===== config.mk =====
export PLATFORM = sky130hd
export DESIGN_NAME = util_meter
export DESIGN_NICKNAME = d
export VERILOG_FILES = /design/src/rtl/util_pkg.sv /design/src/rtl/util_idle_detect.sv /design/src/rtl/util_window_counter.sv /design/src/rtl/util_seq_divider.sv /design/src/rtl/util_meter.sv
export SDC_FILE = /design/constraint.sdc
export NUM_CORES = 1
export LEC_CHECK = 0
export ABC_AREA = 1
export CORE_MARGIN = 3
export CORE_UTILIZATION = 45
export CTS_CLUSTER_SIZE = 14
export DETAILED_ROUTE_END_ITERATION = 6
export DONT_BUFFER_PORTS = 1
export GPL_ROUTABILITY_DRIVEN = 0
export GPL_TIMING_DRIVEN = 0
export PLACE_DENSITY = 0.71
export SETUP_SLACK_MARGIN = 0.1
export SLEW_MARGIN = 20
export SYNTH_ARGS = -nofsm -noshare
export SYNTH_HDL_FRONTEND = slang
export SYNTH_SLANG_ARGS = --single-unit

===== constraint.sdc =====
create_clock -name clk -period 14.59 [get_ports clk]
set_input_delay 2.1885 -clock clk [delete_from_list [all_inputs] [get_ports clk]]
set_output_delay 2.1885 -clock clk [all_outputs]
set_load 0.01 [all_outputs]

===== src/rtl/util_pkg.sv =====
package util_pkg;
    localparam int FRAC_W     = 17;
    localparam int FRAC_SHIFT = 17;
    localparam logic [FRAC_W-1:0] FRAC_ONE = 17'h10000;

    typedef enum logic [0:0] {
        CT_COUNT,
        CT_DIVIDE
    } ctl_state_t;

    typedef enum logic [1:0] {
        DV_IDLE,
        DV_RUN,
        DV_DONE
    } div_state_t;
endpackage


===== src/rtl/util_idle_detect.sv =====
module util_idle_detect #(
    parameter int AW = 32
) (
    input  logic          clk,
    input  logic          rst_n,
    input  logic          ins_valid,
    input  logic [31:0]   ins_word,
    input  logic [AW-1:0] ins_pc,
    input  logic          in_slot,
    input  logic [AW-1:0] slot_target,
    input  logic          wake,
    output logic          hit,
    output logic          idle_mode
);
    localparam logic [AW-1:0] INSN_BYTES = AW'(4);

    logic [AW-1:0] branch_pc;

    always_comb begin
        branch_pc = ins_pc - INSN_BYTES;
        hit = ins_valid && in_slot && (ins_word == 32'h0) && (slot_target == branch_pc);
    end

    always_ff @(posedge clk) begin
        if (!rst_n)
            idle_mode <= 1'b0;
        else if (wake)
            idle_mode <= 1'b0;
        else if (hit)
            idle_mode <= 1'b1;
    end

    assert_enter_idle_R6: assert property (@(posedge clk) disable iff (!rst_n)
        (hit && !wake) |=> idle_mode);
    assert_wake_wins_R8: assert property (@(posedge clk) disable iff (!rst_n)
        wake |=> !idle_mode);
endmodule


===== src/rtl/util_window_counter.sv =====
module util_window_counter #(
    parameter int CNT_W = 32
) (
    input  logic             clk,
    input  logic             rst_n,
    input  logic             tick,
    input  logic             tick_idle,
    input  logic             restart,
    output logic [CNT_W-1:0] total,
    output logic [CNT_W-1:0] idle
);
    localparam logic [CNT_W-1:0] ONE = CNT_W'(1);

    logic idle_step;

    always_comb idle_step = tick && tick_idle;

    always_ff @(posedge clk) begin
        if (!rst_n) begin
            total <= '0;
            idle  <= '0;
        end else if (restart) begin
            total <= tick      ? ONE : '0;
            idle  <= idle_step ? ONE : '0;
        end else if (tick) begin
            total <= total + ONE;
            idle  <= idle_step ? idle + ONE : idle;
        end
    end

    assert_idle_le_total_R2: assert property (@(posedge clk) disable iff (!rst_n)
        idle <= total);
    assert_restart_R1: assert property (@(posedge clk) disable iff (!rst_n)
        restart |=> (total <= ONE));
endmodule


===== src/rtl/util_seq_divider.sv =====
module util_seq_divider
    import util_pkg::*;
#(
    parameter int NUM_W = 49,
    parameter int DEN_W = 32
) (
    input  logic             clk,
    input  logic             rst_n,
    input  logic             start,
    input  logic [NUM_W-1:0] numer,
    input  logic [DEN_W-1:0] denom,
    output logic             busy,
    output logic             done,
    output logic [NUM_W-1:0] quot
);
    localparam int CW = $clog2(NUM_W + 1);
    localparam logic [CW-1:0] STEPS = CW'(NUM_W);
    localparam logic [CW-1:0] LAST  = CW'(1);

    div_state_t st, st_nx;
    logic [NUM_W-1:0] quo_q;
    logic [DEN_W-1:0] rem_q, den_q;
    logic [CW-1:0]    cnt_q;
    logic [DEN_W:0]   trial;
    logic             fits;

    always_comb begin
        trial = {rem_q, quo_q[NUM_W-1]};
        fits  = trial >= {1'b0, den_q};
    end

    always_comb begin
        st_nx = st;
        unique case (st)
            DV_IDLE: if (start) st_nx = DV_RUN;
            DV_RUN:  if (cnt_q == LAST) st_nx = DV_DONE;
            DV_DONE: st_nx = DV_IDLE;
            default: st_nx = DV_IDLE;
        endcase
    end

    always_ff @(posedge clk) begin
        if (!rst_n) st <= DV_IDLE;
        else        st <= st_nx;
    end

    always_ff @(posedge clk) begin
        if (!rst_n) begin
            quo_q <= '0;
            rem_q <= '0;
            den_q <= '0;
            cnt_q <= '0;
        end else begin
            unique case (st)
                DV_IDLE: if (start) begin
                    quo_q <= numer;
                    rem_q <= '0;
                    den_q <= denom;
                    cnt_q <= STEPS;
                end
                DV_RUN: begin
                    rem_q <= fits ? DEN_W'(trial - {1'b0, den_q}) : trial[DEN_W-1:0];
                    quo_q <= {quo_q[NUM_W-2:0], fits};
                    cnt_q <= cnt_q - LAST;
                end
                default: ;
            endcase
        end
    end

    always_comb begin
        busy = (st != DV_IDLE);
        done = (st == DV_DONE);
        quot = quo_q;
    end

    assert_start_when_free_R9: assert property (@(posedge clk) disable iff (!rst_n)
        start |-> !busy);
    assert_done_pulse_R9: assert property (@(posedge clk) disable iff (!rst_n)
        done |=> !done);
endmodule


===== src/rtl/util_meter.sv =====
module util_meter
    import util_pkg::*;
#(
    parameter int CNT_W  = 32,
    parameter int WINDOW = 20_000_000,
    parameter int AW     = 32
) (
    input  logic              clk,
    input  logic              rst_n,
    input  logic              cyc_tick,
    input  logic              cyc_idle,
    input  logic              wake,
    input  logic              ins_valid,
    input  logic [31:0]       ins_word,
    input  logic [AW-1:0]     ins_pc,
    input  logic              in_slot,
    input  logic [AW-1:0]     slot_target,
    output logic [FRAC_W-1:0] busy_frac,
    output logic              frac_upd
);
    localparam int NUM_W = CNT_W + FRAC_SHIFT;
    localparam logic [CNT_W-1:0] WIN_LEN = CNT_W'(WINDOW);

    ctl_state_t st, st_nx;

    logic             det_hit, idle_mode, idle_in, close;
    logic [CNT_W-1:0] total, idle, den, idl;
    logic [NUM_W-1:0] numer, quot;
    logic [NUM_W:0]   bumped;
    logic [NUM_W-1:0] rounded;
    logic [FRAC_W-1:0] clamped;
    logic             div_busy, div_done;

    util_idle_detect #(.AW(AW)) u_det (
        .clk(clk), .rst_n(rst_n), .ins_valid(ins_valid), .ins_word(ins_word),
        .ins_pc(ins_pc), .in_slot(in_slot), .slot_target(slot_target),
        .wake(wake), .hit(det_hit), .idle_mode(idle_mode)
    );

    always_comb idle_in = cyc_idle | idle_mode | det_hit;

    util_window_counter #(.CNT_W(CNT_W)) u_cnt (
        .clk(clk), .rst_n(rst_n), .tick(cyc_tick), .tick_idle(idle_in),
        .restart(close), .total(total), .idle(idle)
    );

    always_comb begin
        close = (st == CT_COUNT) && (total >= WIN_LEN);
        den   = (total == '0) ? CNT_W'(1) : total;
        idl   = (idle > den) ? den : idle;
        numer = {den - idl, {FRAC_SHIFT{1'b0}}};
    end

    util_seq_divider #(.NUM_W(NUM_W), .DEN_W(CNT_W)) u_div (
        .clk(clk), .rst_n(rst_n), .start(close), .numer(numer), .denom(den),
        .busy(div_busy), .done(div_done), .quot(quot)
    );

    always_comb begin
        bumped  = {1'b0, quot} + (NUM_W+1)'(1);
        rounded = bumped[NUM_W:1];
        clamped = (rounded > NUM_W'(FRAC_ONE)) ? FRAC_ONE : rounded[FRAC_W-1:0];
    end

    always_comb begin
        st_nx = st;
        unique case (st)
            CT_COUNT:  if (close)    st_nx = CT_DIVIDE;
            CT_DIVIDE: if (div_done) st_nx = CT_COUNT;
            default:   st_nx = CT_COUNT;
        endcase
    end

    always_ff @(posedge clk) begin
        if (!rst_n) st <= CT_COUNT;
        else        st <= st_nx;
    end

    always_ff @(posedge clk) begin
        if (!rst_n) begin
            busy_frac <= '0;
            frac_upd  <= 1'b0;
        end else begin
            frac_upd <= (st == CT_DIVIDE) && div_done;
            if ((st == CT_DIVIDE) && div_done)
                busy_frac <= clamped;
        end
    end

    assert_frac_range_R4: assert property (@(posedge clk) disable iff (!rst_n)
        busy_frac <= FRAC_ONE);
    assert_hold_R5: assert property (@(posedge clk) disable iff (!rst_n)
        !frac_upd |-> $stable(busy_frac));
    assert_upd_pulse_R5: assert property (@(posedge clk) disable iff (!rst_n)
        frac_upd |=> !frac_upd);
    assert_no_close_busy_R9: assert property (@(posedge clk) disable iff (!rst_n)
        div_busy |-> (st == CT_DIVIDE));
endmodule


# Yosys cells after proc, flatten, opt, wreduce, memory -nomap -nowiden
# Index checks and enable logic that the tools add are counted.
[totals] ff_bits=205 out_inout_bits=18
[op_classes] n_addsub=7 magnitude_cmp=4 n_eq_ne=6 muxes=23 bitwise=4 n_reduce_logical=17
[ops] op="32-bit two-way mux" n=9
[ops] op="49-bit case mux with 2 select lines" n=1
[ops] op="32-bit by 1-bit adder with 32-bit output, second input constant" n=2
[ops] op="32-bit zero test" n=2
[ops] op="32-bit case mux with 2 select lines" n=1
[ops] op="32-bit subtractor" n=2
[ops] op="49-bit by 1-bit adder with 50-bit output, second input constant" n=1
[ops] op="49-bit by 17-bit greater-than comparator with 1-bit output, second input constant" n=1
[ops] op="49-bit two-way mux" n=1
[ops] op="33-bit by 32-bit greater-or-equal comparator with 1-bit output" n=1
[ops] op="32-bit == test" n=1
[ops] op="32-bit by 25-bit greater-or-equal comparator with 1-bit output, second input constant" n=1
[ops] op="32-bit greater-than comparator" n=1
[ops] op="32-bit by 3-bit subtractor with 32-bit output, second input constant" n=1
[ops] op="17-bit two-way mux" n=1
[ops] op="6-bit case mux with 2 select lines" n=1
[ops] op="2-bit AND reduction" n=4
[ops] op="6-bit by 1-bit == test with 1-bit output, second input constant" n=1
[ops] op="1-bit logical AND" n=6
[ops] op="6-bit two-way mux" n=1
[ops] op="2-bit nonzero test" n=3
[ops] op="6-bit by 1-bit subtractor with 6-bit output, second input constant" n=1
[ops] op="1-bit two-way mux" n=4
[ops] op="2-bit two-way mux" n=2
[ops] op="10 further kinds" n=12

# Logic depth before layout (Yosys ltp)
[logic_depth] word_depth=8 mapped_depth=38 mapped_depth_nobuf=37

# Cells and area by module
# Synthesis repeated with hierarchy kept, for this count alone.
[unflattened] cells_unflattened=3199 area_unflattened_um2=18773.0
[by_module_without_submodules] module="util_seq_divider" instances=1 cells_each=1199 area_per_inst_um2=7639.8
[by_module_without_submodules] module="util_meter" instances=1 cells_each=1095 area_per_inst_um2=5959.5
[by_module_without_submodules] module="util_window_counter" instances=1 cells_each=556 area_per_inst_um2=3482.1
[by_module_without_submodules] module="util_idle_detect" instances=1 cells_each=349 area_per_inst_um2=1691.6

# Worst setup path after synthesis
# Ideal clock, no wire load.
[synth_path] kind="flip-flop to flip-flop" from="register u_cnt.total[0]" to="register u_div.quo_q[43] (netlist: u_div.quot[43])" arrival_time_ns=4.505 required_time_ns=14.462 setup_slack_ns=9.958 path_stages_with_launch=38 n_path_buf=1 period_less_slack_ns=4.632 path_cell_list="dfxtp_1 -> inv_1 -> ha_1 -> nand3_1 -> nor2_1 -> nand3_1 -> nor3_1 -> nor2_1 -> inv_1 -> ha_1 -> a21oi_1 -> o21ai_0 -> nand2_1 -> o211ai_1 -> nand2_1 -> nand3_1 -> nand2_1 -> nand2_1 -> [... 2 more ...] -> nand2_1 -> o21ai_0 -> ha_1 -> inv_1 -> fa_1 -> nand3_1 -> nand2_1 -> nand2_1 -> nand2_1 -> nand2_1 -> nand2_1 -> a21oi_1 -> inv_1 -> a21oi_1 -> o21bai_1 -> xor2_1 -> a21oi_1 -> nor2_1"
[synth_between] elab_chain_len=7 elab_cells_between_ends=11 classes_between="add/sub (1); order compare (2); eq/ne (1); mux (4); reduce/logical (3)"
[synth_rtl] element="from (decl)" line_no="util_window_counter.sv:9" text="output logic [CNT_W-1:0] total,"
[synth_rtl] element="from (signal assigned)" line_no="util_window_counter.sv:23" text="total <= tick ? ONE : '0;"
[synth_rtl] element="from (signal assigned)" line_no="util_window_counter.sv:26" text="total <= total + ONE;"
[synth_rtl] element="32-bit zero test (*)" line_no="util_meter.sv:49" text="den = (total == '0) ? CNT_W'(1) : total;"
[synth_rtl] element="32-bit two-way mux (*)" line_no="util_meter.sv:49"
[synth_rtl] element="via den[1]" line_no="util_meter.sv:27" text="logic [CNT_W-1:0] total, idle, den, idl;"
[synth_rtl] element="32-bit greater-than comparator" line_no="util_meter.sv:50" text="idl = (idle > den) ? den : idle;"
[synth_rtl] element="32-bit two-way mux" line_no="util_meter.sv:50"
[synth_rtl] element="32-bit subtractor (*)" line_no="util_meter.sv:51" text="numer = {den - idl, {FRAC_SHIFT{1'b0}}};"
[synth_rtl] element="49-bit two-way mux (*)" line_no="util_seq_divider.sv:55" text="DV_IDLE: if (start) begin"
[synth_rtl] element="49-bit case mux with 2 select lines (*)" line_no="util_seq_divider.sv:54" text="unique case (st)"
[synth_rtl] element="to (signal assigned)" line_no="util_seq_divider.sv:56" text="quo_q <= numer;"
[synth_rtl] element="to (signal assigned)" line_no="util_seq_divider.sv:63" text="quo_q <= {quo_q[NUM_W-2:0], fits};"
[synth_rtl] element="to (decl)" line_no="util_seq_divider.sv:21" text="logic [NUM_W-1:0] quo_q;"
# Mark *: on every way through the listed nets, which the timed path passes. The rest lies on a longest branch. The select of a mux whose other input is x is not followed.
# A chain may end at the register's enable or synchronous reset.

# Worst setup path in the final report
[layout_path] from="register u_cnt.total[3]" to="register u_div.quo_q[42] (netlist: u_div.quot[42])"
# The elaborated chain is that of the path after synthesis.

==> impl_metrics.tcl <==
set metrics [dict create \
    core_um2 37050 \
    io_pins 121 \
    drt-vias-per-instance 5.595 \
    fin_crit_sh_pct 44.03 \
    finalNetCount 3006 \
    fin_setup_tns_ns 0 \
    start_util_pct 46.22 \
    critical_path.most_common_cell "nand2_1" \
    clock_skew_ns 0.02456 \
    synth.distinct_cells 52 \
    ys_seq_area_share_pct 23.96 \
    htree_levels 1 \
    critPathLaunchType "register" \
    slew_violations 0 \
    drc_errors 15 \
    overflow 0 \
    ctsResizeCount 0 \
    antennaDiodeCount 0 \
    clockBufferDepth 3 \
    syn_to_final_growth_pct 8.526 \
    postSynthAreaPerCell_um2 6.176 \
    synth_mux_area_share_pct 0 \
    cts.sinks 205 \
    synthCells 2773 \
    ys.flop_type "dfxtp_1" \
    yosysTopAreaCellShare_pct 23.96 \
    grt_max_degree 15 \
    synthAdderAreaFrac_pct 7.686 \
    dpl_cell_area_um2 17760 \
    ys_seq_elements 205 \
    ctsHoldBuffers 0 \
    grt_pass1_wl_mm 87.26 \
    hold_ws_ns 0.4582 \
    tightest_slew_ns 1.001 \
    end_kind "register" \
    p_per_area_nw_per_um2 79.04 \
    numCtsBuffers 24 \
    cpMaxStageDelayCell "nor2_1" \
    yosys_warnings 0 \
    synthXorXnorAreaFrac_pct 6.868 \
    cts_tree "built" \
    finalSetupViolCount 0 \
    syn_area_um2 17130 \
    post_drt_wl_per_cell_um 16.51 \
    synth_top_cell_by_area "dfxtp_1" \
    hold_viol 0 \
    timing.final.crit_period_ns 6.424 \
    crit_fanout 10 \
    synth_top_family_by_area "simple AND/OR/NAND/NOR gates" \
    worstSetupPathType "register to register" \
    dr.pass1.iters 7 \
    async_flop_share_pct 0 \
    vias 18580 \
    synth-simple-area-share_pct 35.84 \
    max_stage_delay_ns 0.54 \
    violations "DRC" \
    portBuffers 0 \
    maxCapViolations 0 \
    leakage_nw 8.040 \
    final_cell_mix "643 x nand2_1, 356 x inv_1, 339 x nor2_1" \
    crit_arrival_ns 6.85 \
    synth_edf_count 0 \
    mostFrequentLayoutCell "nand2_1" \
    hp-class "register to register" \
    fp.dieH_um 201.1 \
    wl_mm 54.82 \
    antenna_found_initial 0 \
    ant_nets 0 \
    synthTopCellsByArea "dfxtp_1 24%, nand2_1 14%, inv_1 7.8%, ha_1 7.5%, nor2_1 7.4%" \
    rsz0062_at_grt "false" \
    slew_headroom_pct 33.24 \
    dp.cells 3277 \
    dp_hpwl_mm 43.76 \
    die_area_um2 40430 \
    clk_pin_slew_ns 0.06 \
    cp_data_required_time_ns 15.02 \
    final_area_um2 18590 \
    grt_usage_pct 25.78 \
    synth-compound-area-share_pct 14.75 \
    drtIter0Drc 2061 \
    ir_worst_vdd_mv 0.07782 \
    status "finished, violations left" \
    synth_fp_nets 2980 \
    die_x_um 201.1 \
    drive_above_1_share_pct 5.043 \
    p_total_mw 1.469 \
    cts_setup_buffers 0 \
    instances_no_fill 3320 \
    insertion_delay_ns 0.56 \
    cts_root_buf "clkbuf_16" \
    grt_pass1_vias 17350 \
    max_freq_mhz 155.7 \
    rows 70 \
]
-- cells in the mapped netlist (5+ instances only) --
cell and instances:
clkbuf_1 78, a21oi_1 215, xor2_1 94, nand3b_1 13, ha_1 102, nor2_4 8
o221ai_1 6, inv_1 356, inv_2 11, nor4_1 21, o21a_1 5, o21bai_1 8
nor3_2 6, nand4_1 88, or2_2 12, nor3_1 51, nand2_2 12, a21o_1 10
buf_1 5, a22oi_1 8, o21ai_0 142, o22ai_1 22, xnor2_1 35, nand2_1 643
dfxtp_1 205, nand3_1 159, nor2_1 339, o211ai_1 6, nor3b_1 8, nor2_2 14
buf_2 20, a31oi_1 27
-- per-stage QoR --
stage	utilization (%)	setup slack, ns
after global placement	47.93	8.369
after CTS	50.17	8.293
after global routing	50.17	7.599
final	50.17	8.166
after floorplan	-	9.958
after detailed placement	47.93	8.293
-- worst max-delay path, delay by kind of cell, from the launching register on --
family          cells  cell delay [ns]
compound gates      9             1.87
simple gates       17             2.08
fa+ha+maj           2             0.68
buf+inv             5             1.35
flops               1             0.30
-- cells by family (layout without fill, tap and decap cells) --
group / after synthesis / after routing
AOI/OAI and AO/OA: 463 / 463
xor gates and xnor gates: 131 / 131
adders and majority gates: 104 / 104
buffers and inverters: 480 / 523
DFF: 205 / 205
and+or+nand+nor: 1390 / 1390
-- layer usage --
layer  up-vias  routed length, um  track usage (%)
met5         -                  0                0
met4         0               1984            8.256
met3       151               4774            3.811
met2       874              24400            42.13
met1      8422              23660            35.04
li1       9128                  -                -
-- final timing paths --
| kind | from | endpoint | slack [ns] | depth (start not counted) |
|---|---|---|---|---|
| worst max-delay path | u_cnt.total[3] | u_div.quot[42] | 8.17 | 33 |
| worst min-delay path | u_det.idle_mode | u_det.idle_mode | 0.46 | 2 |
| worst max register to register | u_cnt.total[3] | u_div.quot[42] | 8.17 | 33 |
| worst min register to register | u_det.idle_mode | u_det.idle_mode | 0.46 | 2 |
-- registers in the layout (all words and copies together), names as in the netlist --
register         cells
st                   1
u_div.den_q         32
u_div.cnt_q          6
u_cnt.idle          32
busy_frac           17
u_div.st             2
u_cnt.total         32
u_div.quot          49
u_div.rem_q         32
u_det.idle_mode      1
frac_upd             1
-- power breakdown --
| part | switching (mW) | total (mW) | internal (mW) | leakage, nW |
|---|---|---|---|---|
| Sequential | 0.00109 | 0.562 | 0.560 | 1.65 |
| Combinational | 0.189 | 0.275 | 0.0861 | 6.00 |
| Clock | 0.260 | 0.632 | 0.372 | 0.389 |
-- cell type report --
| class | count | area, um^2 |
|---|---|---|
| buffer | 110 | 475.5 |
| clock buffer | 28 | 645.6 |
| clock inverter | 15 | 183.9 |
| fill | 3806 | 18460 |
| inverter | 370 | 1389 |
| multi-input combinational | 2088 | 11160 |
| sequential | 205 | 4104 |
| tap | 504 | 630.6 |
Power figures use the tool's default switching activity.
